## src/rtl/gpio_pkg.sv

```systemverilog
package gpio_pkg;
  // Control byte bit positions (software decodes these)
  localparam int OD_BIT = 0;
  localparam int IN_BIT = 1;
  localparam int OE_BIT = 2;
  localparam int BYTE_W = 8;
endpackage

```

## src/rtl/gpio_pin_bank.sv

```systemverilog
module gpio_pin_bank
  import gpio_pkg::*;
#(
  parameter int NUM_PINS = 36,
  parameter int IDX_W    = 6,
  parameter int HIGH_PIN = 1,
  parameter int EDGE_PIN = 9
) (
  input  logic                             clk,
  input  logic                             rst,
  input  logic                             wr_en,
  input  logic [IDX_W-1:0]                 wr_idx,
  input  logic [BYTE_W-1:0]                wr_data,
  input  logic [NUM_PINS-1:0]              pin_in,
  input  logic                             force_set,
  input  logic                             force_clr,
  output logic [NUM_PINS-1:0][BYTE_W-1:0]  ctrl_q,
  output logic [NUM_PINS-1:0]              in_q,
  output logic [NUM_PINS-1:0]              chg,
  output logic                             conflict
);
  localparam logic [NUM_PINS-1:0] IN_RST = NUM_PINS'(1) << HIGH_PIN;

  logic [NUM_PINS-1:0] prev_q;
  logic [NUM_PINS-1:0] oe_vec;
  logic                unused_wbit;

  assign unused_wbit = wr_data[IN_BIT];
  assign chg = pin_in ^ prev_q;

  always_ff @(posedge clk) begin
    if (rst) begin
      prev_q   <= IN_RST;
      conflict <= 1'b0;
    end else begin
      prev_q <= pin_in;
      if (|(chg & oe_vec)) conflict <= 1'b1;
    end
  end

  for (genvar g = 0; g < NUM_PINS; g++) begin : g_pin
    localparam bit IS_EDGE = (g == EDGE_PIN);
    logic       hit;
    logic [4:0] hi_q;
    logic       oe_r, od_r, in_r;

    assign hit = wr_en && (wr_idx == IDX_W'(g));

    always_ff @(posedge clk) begin
      if (rst) begin
        hi_q <= '0;
        oe_r <= 1'b0;
        od_r <= 1'b0;
      end else if (hit) begin
        hi_q <= wr_data[7:3];
        oe_r <= wr_data[OE_BIT];
        od_r <= wr_data[OD_BIT];
      end
    end

    // Priority: request sequence, then pin change, then write loop-back
    always_ff @(posedge clk) begin
      if (rst)                        in_r <= IN_RST[g];
      else if (IS_EDGE && force_set)  in_r <= 1'b1;
      else if (IS_EDGE && force_clr)  in_r <= 1'b0;
      else if (chg[g])                in_r <= pin_in[g];
      else if (hit && wr_data[OE_BIT]) in_r <= wr_data[OD_BIT];
    end

    assign oe_vec[g] = oe_r;
    assign in_q[g]   = in_r;
    assign ctrl_q[g] = {hi_q, oe_r, in_r, od_r};

    // driven write loops output bit back into input bit
    p_loopback_r2: assert property (@(posedge clk) disable iff (rst)
      (hit && wr_data[OE_BIT] && !chg[g] && !(IS_EDGE && (force_set || force_clr)))
      |=> (in_r == $past(wr_data[OD_BIT])));

    // a pin change lands in the input bit at the next edge
    p_pin_follow_r5: assert property (@(posedge clk) disable iff (rst)
      (chg[g] && !(IS_EDGE && (force_set || force_clr)))
      |=> (in_r == $past(pin_in[g])));
  end

  // conflict flag is sticky
  p_conflict_sticky_r10: assert property (@(posedge clk) disable iff (rst)
    conflict |=> conflict);
endmodule

```

## src/rtl/gpio_irq_map.sv

```systemverilog
module gpio_irq_map #(
  parameter int NUM_IRQ  = 10,
  parameter int LVL_PIN  = 1,
  parameter int EDGE_PIN = 9
) (
  input  logic               clk,
  input  logic               rst,
  input  logic               lvl_pin,
  input  logic               lvl_chg,
  input  logic               edge_pin,
  input  logic               edge_chg,
  input  logic               nmi_req,
  output logic [NUM_IRQ-1:0] irq,
  output logic               force_set,
  output logic               force_clr
);
  logic nmi_prev, nmi_ph, lvl_q, edge_q, nmi_rise;

  assign nmi_rise  = nmi_req & ~nmi_prev;
  assign force_set = nmi_rise;
  assign force_clr = nmi_ph;

  always_ff @(posedge clk) begin
    if (rst) begin
      nmi_prev <= 1'b0;
      nmi_ph   <= 1'b0;
      lvl_q    <= 1'b0;
      edge_q   <= 1'b0;
    end else begin
      nmi_prev <= nmi_req;
      nmi_ph   <= nmi_rise;
      if (lvl_chg) lvl_q <= ~lvl_pin;
      if (nmi_rise)      edge_q <= 1'b1;
      else if (nmi_ph)   edge_q <= 1'b0;
      else if (edge_chg) edge_q <= edge_pin;
    end
  end

  always_comb begin
    irq           = '0;
    irq[LVL_PIN]  = lvl_q;
    irq[EDGE_PIN] = edge_q;
  end

  // active-low level line
  p_lvl_low_r6: assert property (@(posedge clk) disable iff (rst)
    lvl_chg |=> (irq[LVL_PIN] == !$past(lvl_pin)));

  // edge line follows its pin outside a request pulse
  p_edge_follow_r7: assert property (@(posedge clk) disable iff (rst)
    (edge_chg && !nmi_rise && !nmi_ph) |=> (irq[EDGE_PIN] == $past(edge_pin)));

  // request pulse is exactly one clock wide
  p_nmi_high_r8: assert property (@(posedge clk) disable iff (rst)
    nmi_rise |=> irq[EDGE_PIN]);
  p_nmi_drop_r8: assert property (@(posedge clk) disable iff (rst)
    nmi_ph |=> !irq[EDGE_PIN]);
endmodule

```

## src/rtl/gpio_rd_port.sv

```systemverilog
module gpio_rd_port
  import gpio_pkg::*;
#(
  parameter int NUM_PINS  = 36,
  parameter int ADDR_W    = 6,
  parameter int LVL_BYTES = 8
) (
  input  logic                            clk,
  input  logic                            rst,
  input  logic                            rd_en,
  input  logic [ADDR_W-1:0]               addr,
  input  logic [NUM_PINS-1:0][BYTE_W-1:0] ctrl_q,
  input  logic [NUM_PINS-1:0]             in_q,
  output logic [BYTE_W-1:0]               rdata
);
  localparam int LB_W  = $clog2(LVL_BYTES);
  localparam int IDX_W = $clog2(NUM_PINS);

  logic [LVL_BYTES*BYTE_W-1:0] lvl_flat;
  logic [ADDR_W-1:0]           rel;
  logic [BYTE_W-1:0]           rd_next;

  for (genvar b = 0; b < LVL_BYTES*BYTE_W; b++) begin : g_lvl
    if (b < NUM_PINS) begin : g_live
      assign lvl_flat[b] = in_q[b];
    end else begin : g_void
      assign lvl_flat[b] = 1'b0;
    end
  end

  assign rel = addr - ADDR_W'(LVL_BYTES);

  always_comb begin
    rd_next = '0;
    if (addr < ADDR_W'(LVL_BYTES))
      rd_next = lvl_flat[addr[LB_W-1:0]*BYTE_W +: BYTE_W];
    else if (rel < ADDR_W'(NUM_PINS))
      rd_next = ctrl_q[rel[IDX_W-1:0]];
  end

  always_ff @(posedge clk) begin
    if (rst)        rdata <= '0;
    else if (rd_en) rdata <= rd_next;
  end

  // void offsets read zero; data holds between reads
  p_rd_void_r3: assert property (@(posedge clk) disable iff (rst)
    (rd_en && addr >= ADDR_W'(LVL_BYTES + NUM_PINS)) |=> (rdata == '0));
  p_rd_hold_r3: assert property (@(posedge clk) disable iff (rst)
    !rd_en |=> $stable(rdata));
endmodule

```

## src/rtl/gpio_byte_ctrl.sv

```systemverilog
module gpio_byte_ctrl
  import gpio_pkg::*;
#(
  parameter int NUM_PINS  = 36,
  parameter int ADDR_W    = 6,
  parameter int LVL_BYTES = 8,
  parameter int NUM_IRQ   = 10,
  parameter int LVL_PIN   = 1,
  parameter int EDGE_PIN  = 9
) (
  input  logic                clk,
  input  logic                rst,
  input  logic                bus_sel,
  input  logic                bus_we,
  input  logic [ADDR_W-1:0]   bus_addr,
  input  logic [BYTE_W-1:0]   bus_wdata,
  output logic [BYTE_W-1:0]   bus_rdata,
  input  logic [NUM_PINS-1:0] pin_in,
  input  logic                nmi_req,
  output logic [NUM_IRQ-1:0]  irq_out,
  output logic                drive_conflict
);
  localparam int IDX_W = $clog2(NUM_PINS);

  logic [ADDR_W-1:0]               rel;
  logic                            wr_en, force_set, force_clr;
  logic [NUM_PINS-1:0][BYTE_W-1:0] ctrl_q;
  logic [NUM_PINS-1:0]             in_q, chg;

  assign rel   = bus_addr - ADDR_W'(LVL_BYTES);
  assign wr_en = bus_sel && bus_we && (bus_addr >= ADDR_W'(LVL_BYTES))
                 && (rel < ADDR_W'(NUM_PINS));

  gpio_pin_bank #(
    .NUM_PINS(NUM_PINS), .IDX_W(IDX_W), .HIGH_PIN(LVL_PIN), .EDGE_PIN(EDGE_PIN)
  ) u_bank (
    .clk(clk), .rst(rst), .wr_en(wr_en), .wr_idx(rel[IDX_W-1:0]),
    .wr_data(bus_wdata), .pin_in(pin_in), .force_set(force_set),
    .force_clr(force_clr), .ctrl_q(ctrl_q), .in_q(in_q), .chg(chg),
    .conflict(drive_conflict)
  );

  gpio_irq_map #(
    .NUM_IRQ(NUM_IRQ), .LVL_PIN(LVL_PIN), .EDGE_PIN(EDGE_PIN)
  ) u_irq (
    .clk(clk), .rst(rst), .lvl_pin(pin_in[LVL_PIN]), .lvl_chg(chg[LVL_PIN]),
    .edge_pin(pin_in[EDGE_PIN]), .edge_chg(chg[EDGE_PIN]), .nmi_req(nmi_req),
    .irq(irq_out), .force_set(force_set), .force_clr(force_clr)
  );

  gpio_rd_port #(
    .NUM_PINS(NUM_PINS), .ADDR_W(ADDR_W), .LVL_BYTES(LVL_BYTES)
  ) u_rd (
    .clk(clk), .rst(rst), .rd_en(bus_sel && !bus_we), .addr(bus_addr),
    .ctrl_q(ctrl_q), .in_q(in_q), .rdata(bus_rdata)
  );
endmodule

```

## config.mk

```make
export PLATFORM = sky130hd
export DESIGN_NAME = gpio_byte_ctrl
export DESIGN_NICKNAME = d
export VERILOG_FILES = /design/src/rtl/gpio_pkg.sv /design/src/rtl/gpio_pin_bank.sv /design/src/rtl/gpio_irq_map.sv /design/src/rtl/gpio_rd_port.sv /design/src/rtl/gpio_byte_ctrl.sv
export SDC_FILE = /design/constraint.sdc
export NUM_CORES = 1
export LEC_CHECK = 0
export BUFFER_PORTS_ARGS = -buffer_cell sky130_fd_sc_hd__clkbuf_2
export CAP_MARGIN = 5
export CORE_MARGIN = 2
export CORE_UTILIZATION = 43
export CTS_BUF_LIST = sky130_fd_sc_hd__clkbuf_16
export CTS_CLUSTER_SIZE = 28
export DETAILED_ROUTE_END_ITERATION = 8
export PLACE_DENSITY = 0.67
export SYNTH_ARGS = -nofsm -noshare
export SYNTH_HDL_FRONTEND = slang
export SYNTH_SLANG_ARGS = --single-unit
export TNS_END_PERCENT = 100
```

## constraint.sdc

```tcl
create_clock -name clk -period 3.4 [get_ports clk]
set_clock_uncertainty 0.15 [all_clocks]
set_input_delay 0.51 -clock clk [delete_from_list [all_inputs] [get_ports clk]]
set_output_delay 0.51 -clock clk [all_outputs]
set_load 0.005 [all_outputs]
```

==> impl_metrics.csv, run 1 <==
group,metric,value,unit
floorplanning,dieArea,39100,µm²
timing,relSlewSlack,36.9,%
timing,hold_viol_final,0,
detailed_routing,wl,48600,µm
timing,fin_setup_tns,0,ps
grt,gr-total-overflow,0,
logic_synthesis,synth_edf_count,0,
run_status,run_status,"completed",
setup_path,cp_max_fo,9,
timing,timing.hold.ws,73.5,ps
layout,multiInputGateArea,8660,µm²
timing,final-max-slew-violation-count,0,
logic_synthesis,yosys.area.top_type,"dfxtp_1",
setup_path,path_class,"primary input to flop",
grt,grt_first_pass_wirelength,74000,µm
setup_path,crit_path_end_kind,"flop",
layout,area_growth,12.3,%
logic_synthesis,synthDistinctLibCells,71,
layout,utilization,49.3,%
logic_synthesis,yosysMostFrequentCell,"dfxtp_1",
logic_synthesis,synthTopCellsByArea,"dfxtp_1, mux2i_1, mux4_2",
detailed_routing,drtIter0Drc,1455,
job,drv_cap,0,
floorplanning,die_height,198,µm
grt,antenna_found_initial,0,
layout,n_antenna_cell,0,
detailed_routing,vias,13100,
clock_tree,cts-root-buf,"clkbuf_16",
setup_path,cpPeakStageDelay,580,ps
clock_tree,clk_pin_slew,60,ps
layout,final_layout_size_suffix_gt1_share,16.5,%
worst_hold_path,worstHoldStart,"pin_in[1]",
floorplanning,dieWidth,198,µm
layout,fillerInstances,3366,
logic_synthesis,synth_cells,1691,
clock_tree,post_cts.repair.setup_buffers,0,
layout,final_cells,2211,
timing,clock.fmax,385,MHz
clock_tree,clock_latency,540,ps
grt,track_usage,24.8,%
clock_tree,cts.sinks,337,
setup_path,start_kind,"primary input",
pwr,p_per_area,479,nW/µm²
pwr,p_leak,6.88,nW
setup_path,required,3650,ps
detailed_routing,wl_per_cell,22.0,µm
logic_synthesis,ys_ff_latch,337,
detailed_routing,drtAntennaViolNets,0,
timing,worst_slew_pin_slew,946,ps
grt,grt_max_degree,113,
logic_synthesis,async_flop_share,0,%
detailed_routing,drt_pass1_iterations,5,
clock_tree,cts_made_buffers,38,
worst_hold_path,hold_class,"primary input to flop",
detailed_routing,via_per_inst,5.91,
clock_tree,cts_max_path_buffers,3,
logic_synthesis,netlist_area,16100,µm²
timing,rsz0062_at_grt,"no",
logic_synthesis,synth_warnings,0,
timing,period_share,76.4,%
layout,register_area,6750,µm²
placed_design,dp_cells,2149,
logic_synthesis,synth_seq_area_share,41.8,%
floorplanning,io_pins,74,
setup_path,worstReg2RegStart,"u_bank.g_pin[6].od_r",
clock_tree,cts_resized,0,
placed_design,gp_congestion,0.951,
clock_tree,cts_max_level,2,
timing,setup_violations,0,
pwr,vdd_drop_max,0.000295,V
setup_path,arrival,2840,ps
clock_tree,ctsHoldBuffers,0,
setup_path,cp-startpoint,"bus_addr[4]",
logic_synthesis,avgSynthCellArea,9.55,µm²
logic_synthesis,synthFlopType,"dfxtp_1",
timing,fin_crit,2600,ps
logic_synthesis,yosys-top-cells-count,"dfxtp_1, nor2_1, mux2i_1, nand2_1, a21oi_1",
detailed_routing,drc,0,
setup_path,path_cells,"clkbuf_2, inv_1, ha_1, or4b_4, a211o_1, nor3_4, mux2i_1, nor2_1",
logic_synthesis,netlist.area_leader.share,41.8,%
floorplanning,start_util,43.9,%
layout,num-nets-final,1778,
setup_path,slowest_stage,"a211o_1",
floorplanning,rows,70,
placed_design,dp_hpwl,33900,µm
grt,grt_pass1_vias,12400,
floorplanning,coreArea,36800,µm²
placed_design,io_buffers,64,
clock_tree,cts_tree,"done",
[registers in the layout (all words and copies together) (netlist names)]
name               cells
u_bank.conflict        1
u_bank.g_pin.hi_q    180
u_irq.lvl_q            1
u_bank.prev_q         36
u_bank.g_pin.in_r     36
u_bank.g_pin.oe_r     36
u_irq.force_clr        1
u_rd.rdata             8
u_irq.edge_q           1
u_irq.nmi_prev         1
u_bank.g_pin.od_r     36
[stage by stage]
step	setup slack [ps]	power (W)	cell area (µm²)
global route	759	0.00897	18100
floorplan	320	0.00470	16200
global placement	391	0.00497	17000
detailed placement	315	0.00498	17000
finish	803	0.00869	18100
CTS	862	0.00873	18100
[placed cells by master (no fill, tap or decap), types with 42 or more instances in the layout]
| cell | n |
|---|---|
| mux4_2 | 71 |
| clkbuf_2 | 61 |
| inv_1 | 42 |
| nor2_1 | 218 |
| nand3_1 | 78 |
| buf_4 | 61 |
| a21oi_1 | 123 |
| dfxtp_1 | 337 |
| mux2i_1 | 190 |
| nand2_1 | 152 |
[cell type report]
cell class / count / area share [%]
clock inverters: 24 / 0.953
well taps: 468 / 3.23
multi-input cells: 1180 / 47.8
inverters: 36 / 0.745
repair buffers: 128 / 4.85
flip-flops and latches: 337 / 37.2
clock buffers: 38 / 5.25
[critical path: cells and delay by family]
family                     cells  cell delay (ps)
muxes                          1              270
adders and majority gates      1              150
and+or+nand+nor                3             1090
buffers and inverters          2              240
AOI/OAI and AO/OA              1              580
[kinds of logic after synthesis]
group | share of synthesized area, %
compound gates | 10.6
flops | 41.8
mux | 22.2
xor+xnor | 2.05
fa+ha+maj | 0.217
simple gates | 18.2
other cells | 0.0232
buf+inv | 4.94
[path summary, 6_finish.rpt]
path                                    to  slack, ps  cells after the start
hold reg to reg            u_irq.force_clr        270                      1
setup reg to reg             u_rd.rdata[0]       1410                      5
hold / removal            u_bank.prev_q[1]         70                      3
setup / recovery  u_bank.g_pin[11].hi_q[1]        800                      8
[routing by layer]
layer	global-route usage, %	up-vias	routed length [µm]
met4	9.25	0	1900
met1	33.3	6352	20500
met2	40.4	559	22600
met3	3.76	99	3670
met5	0	-	0
li1	-	6049	-
[report_power, final]
group	switching (W)	internal, W
Clock	0.00165	0.00212
Combinational	0.000533	0.000278
Sequential	0.0000781	0.00403
Total	0.00227	0.00642
Power figures use the tool's default switching activity.
==> run 2: changes to the inputs <==
Clock period 3.4 ns to 2.5 ns, I/O delays scaled along.
==> run 2 against run 1 <==
Cell area rose by 6.7%. Sequential share of layout area fell by 2.3 points. Utilization rose by 3.3 points. Sequential cell count did not move. First-iteration DRC count fell by 13%. Register-to-register slack got worse by 870 ps.
==> impl_metrics.csv, run 2 (synthesized netlist as in run 1, its figures left out) <==
group,metric,value,unit
run_status,run_status,"completed",
timing,rsz0062_at_grt,"no",
pwr,p_total,0.0125,W
detailed_routing,drtAntennaViolNets,0,
detailed_routing,vias,13400,
clock_tree,cts_max_path_buffers,3,
setup_path,cp_top_family,"simple AND/OR/NAND/NOR gates",
timing,period_share,88.3,%
timing,final-max-slew-violation-count,0,
floorplanning,dieArea,39100,µm²
timing,worst_slew_pin_slew,909,ps
grt,grt_first_pass_wirelength,76300,µm
setup_path,arrival,2470,ps
detailed_routing,via_per_inst,5.77,
layout,final_layout_size_suffix_gt1_share,19.7,%
setup_path,start_kind,"primary input",
grt,gr-total-overflow,0,
placed_design,dp_hpwl,35500,µm
detailed_routing,wl_per_cell,21.4,µm
timing,setup_violations,0,
setup_path,required,2760,ps
clock_tree,cts_max_level,2,
setup_path,crit_buf_inv,4,
timing,timing.hold.ws,25.7,ps
timing,clock.fmax,453,MHz
timing,fin_crit,2210,ps
layout,layout_commonest_cell,"dfxtp_1",
grt,grt_max_degree,101,
grt,grt_pass1_vias,13100,
layout,n_antenna_cell,0,
setup_path,crit_path_end_kind,"flop",
placed_design,gp_congestion,0.957,
setup_path,path_cells,"clkbuf_2, inv_1, ha_1, or4b_4, a211o_1, buf_4, nor3_4, buf_12, mux2i_1, nor2_1",
clock_tree,cts-root-buf,"clkbuf_16",
layout,top_register,"u_bank.g_pin.hi_q",
timing,hold_viol_final,0,
layout,fillerInstances,3222,
floorplanning,start_util,43.9,%
grt,track_usage,25.4,%
layout,area_growth,19.8,%
worst_hold_path,hold_class,"primary input to flop",
pwr,vdd_drop_max,0.000529,V
placed_design,io_buffers,64,
timing,fin_setup_tns,0,ps
setup_path,cp_max_fo,6,
floorplanning,die_height,198,µm
detailed_routing,drtIter0Drc,1268,
setup_path,path_class,"primary input to flop",
grt,antenna_found_initial,0,
detailed_routing,drc,0,
job,drv_cap,0,
layout,final_cell_mix,"dfxtp_1, nor2_1, mux2i_1",
timing,relSlewSlack,39.4,%
layout,num-nets-final,1882,
clock_tree,cts_made_buffers,38,
clock_tree,clk_pin_slew,60,ps
pwr,p_per_area,649,nW/µm²
clock_tree,cts_resized,0,
setup_path,slowest_stage,"or4b_4",
floorplanning,io_pins,74,
clock_tree,cts_tree,"done",
clock_tree,clock_latency,530,ps
setup_path,cpPeakStageDelay,500,ps
detailed_routing,drt_pass1_iterations,7,
clock_tree,post_cts.repair.setup_buffers,0,
clock_tree,cts.sinks,337,
floorplanning,coreArea,36800,µm²
pwr,p_leak,7.48,nW
floorplanning,rows,70,
layout,largest_register_ff_count,180,
detailed_routing,wl,49600,µm
floorplanning,dieWidth,198,µm
==> run 2: cell count changes in the layout (fill, tap and decap cells not counted), moves of 2 or more <==
cell,before,now
clkinv_1,9,11
bufinv_16,1,6
clkinv_8,0,2
dlygate4sd3_1,0,36
buf_12,5,17
buf_4,61,117
inv_1,42,39
==> run 2: repair_timing <==
item / CTS / global route
hold endpoints to repair: 57 / 0
hold buffers: 36 / 0
setup endpoints to repair: 0 / 0
==> run 2: worst register-to-register path, delay by kind of cell (launching register included) <==
kind / cells / cell delay (ps)
DFF: 1 / 380
AOI/OAI and AO/OA: 2 / 290
muxes: 2 / 1030
==> run 2: metrics by stage <==
stage	setup WS [ps]	cell area (µm²)	instances	utilization [%]
floorplan	44.1	16300	1698	-
CTS	321	19300	2321	52.6
finish	292	19300	2321	52.6
global route	204	19300	2321	52.6
global placement	-191	17700	2217	48.1
detailed placement	-217	17700	2217	48.1
==> run 2: path summary, 6_finish.rpt <==
path,endpoint,slack (ps),start,cells past startpoint
max,u_bank.g_pin[27].hi_q[1],290,bus_addr[4],10
min,u_bank.prev_q[6],30,pin_in[6],2
max reg2reg,u_rd.rdata[2],540,u_bank.g_pin[23].oe_r,4
min reg2reg,u_irq.force_clr,280,u_irq.nmi_prev,1
==> run 2: cell type report <==
| cell class | count | area, µm² | area share [%] |
|---|---|---|---|
| clock buffer | 39 | 976 | 5.05 |
| clock inverter | 29 | 300 | 1.55 |
| inverter | 36 | 145 | 0.751 |
| multi-input combinational | 1180 | 8680 | 44.9 |
| sequential | 337 | 6750 | 34.9 |
| tap | 468 | 586 | 3.03 |
| timing repair buffer | 232 | 1900 | 9.82 |
==> run 2: power breakdown <==
part           internal [W]  switching (W)
clock network       0.00345        0.00228
registers           0.00548       0.000107
logic              0.000474       0.000752
total               0.00940        0.00314
==> run 2: metal layers <==
metal / GRT usage [%] / vias up / wire length (µm)
li1: - / 6264 / -
met4: 11.7 / 0 / 2270
met3: 3.68 / 123 / 3210
met2: 40.8 / 509 / 23000
met5: 0 / - / 0
met1: 33.8 / 6486 / 21100
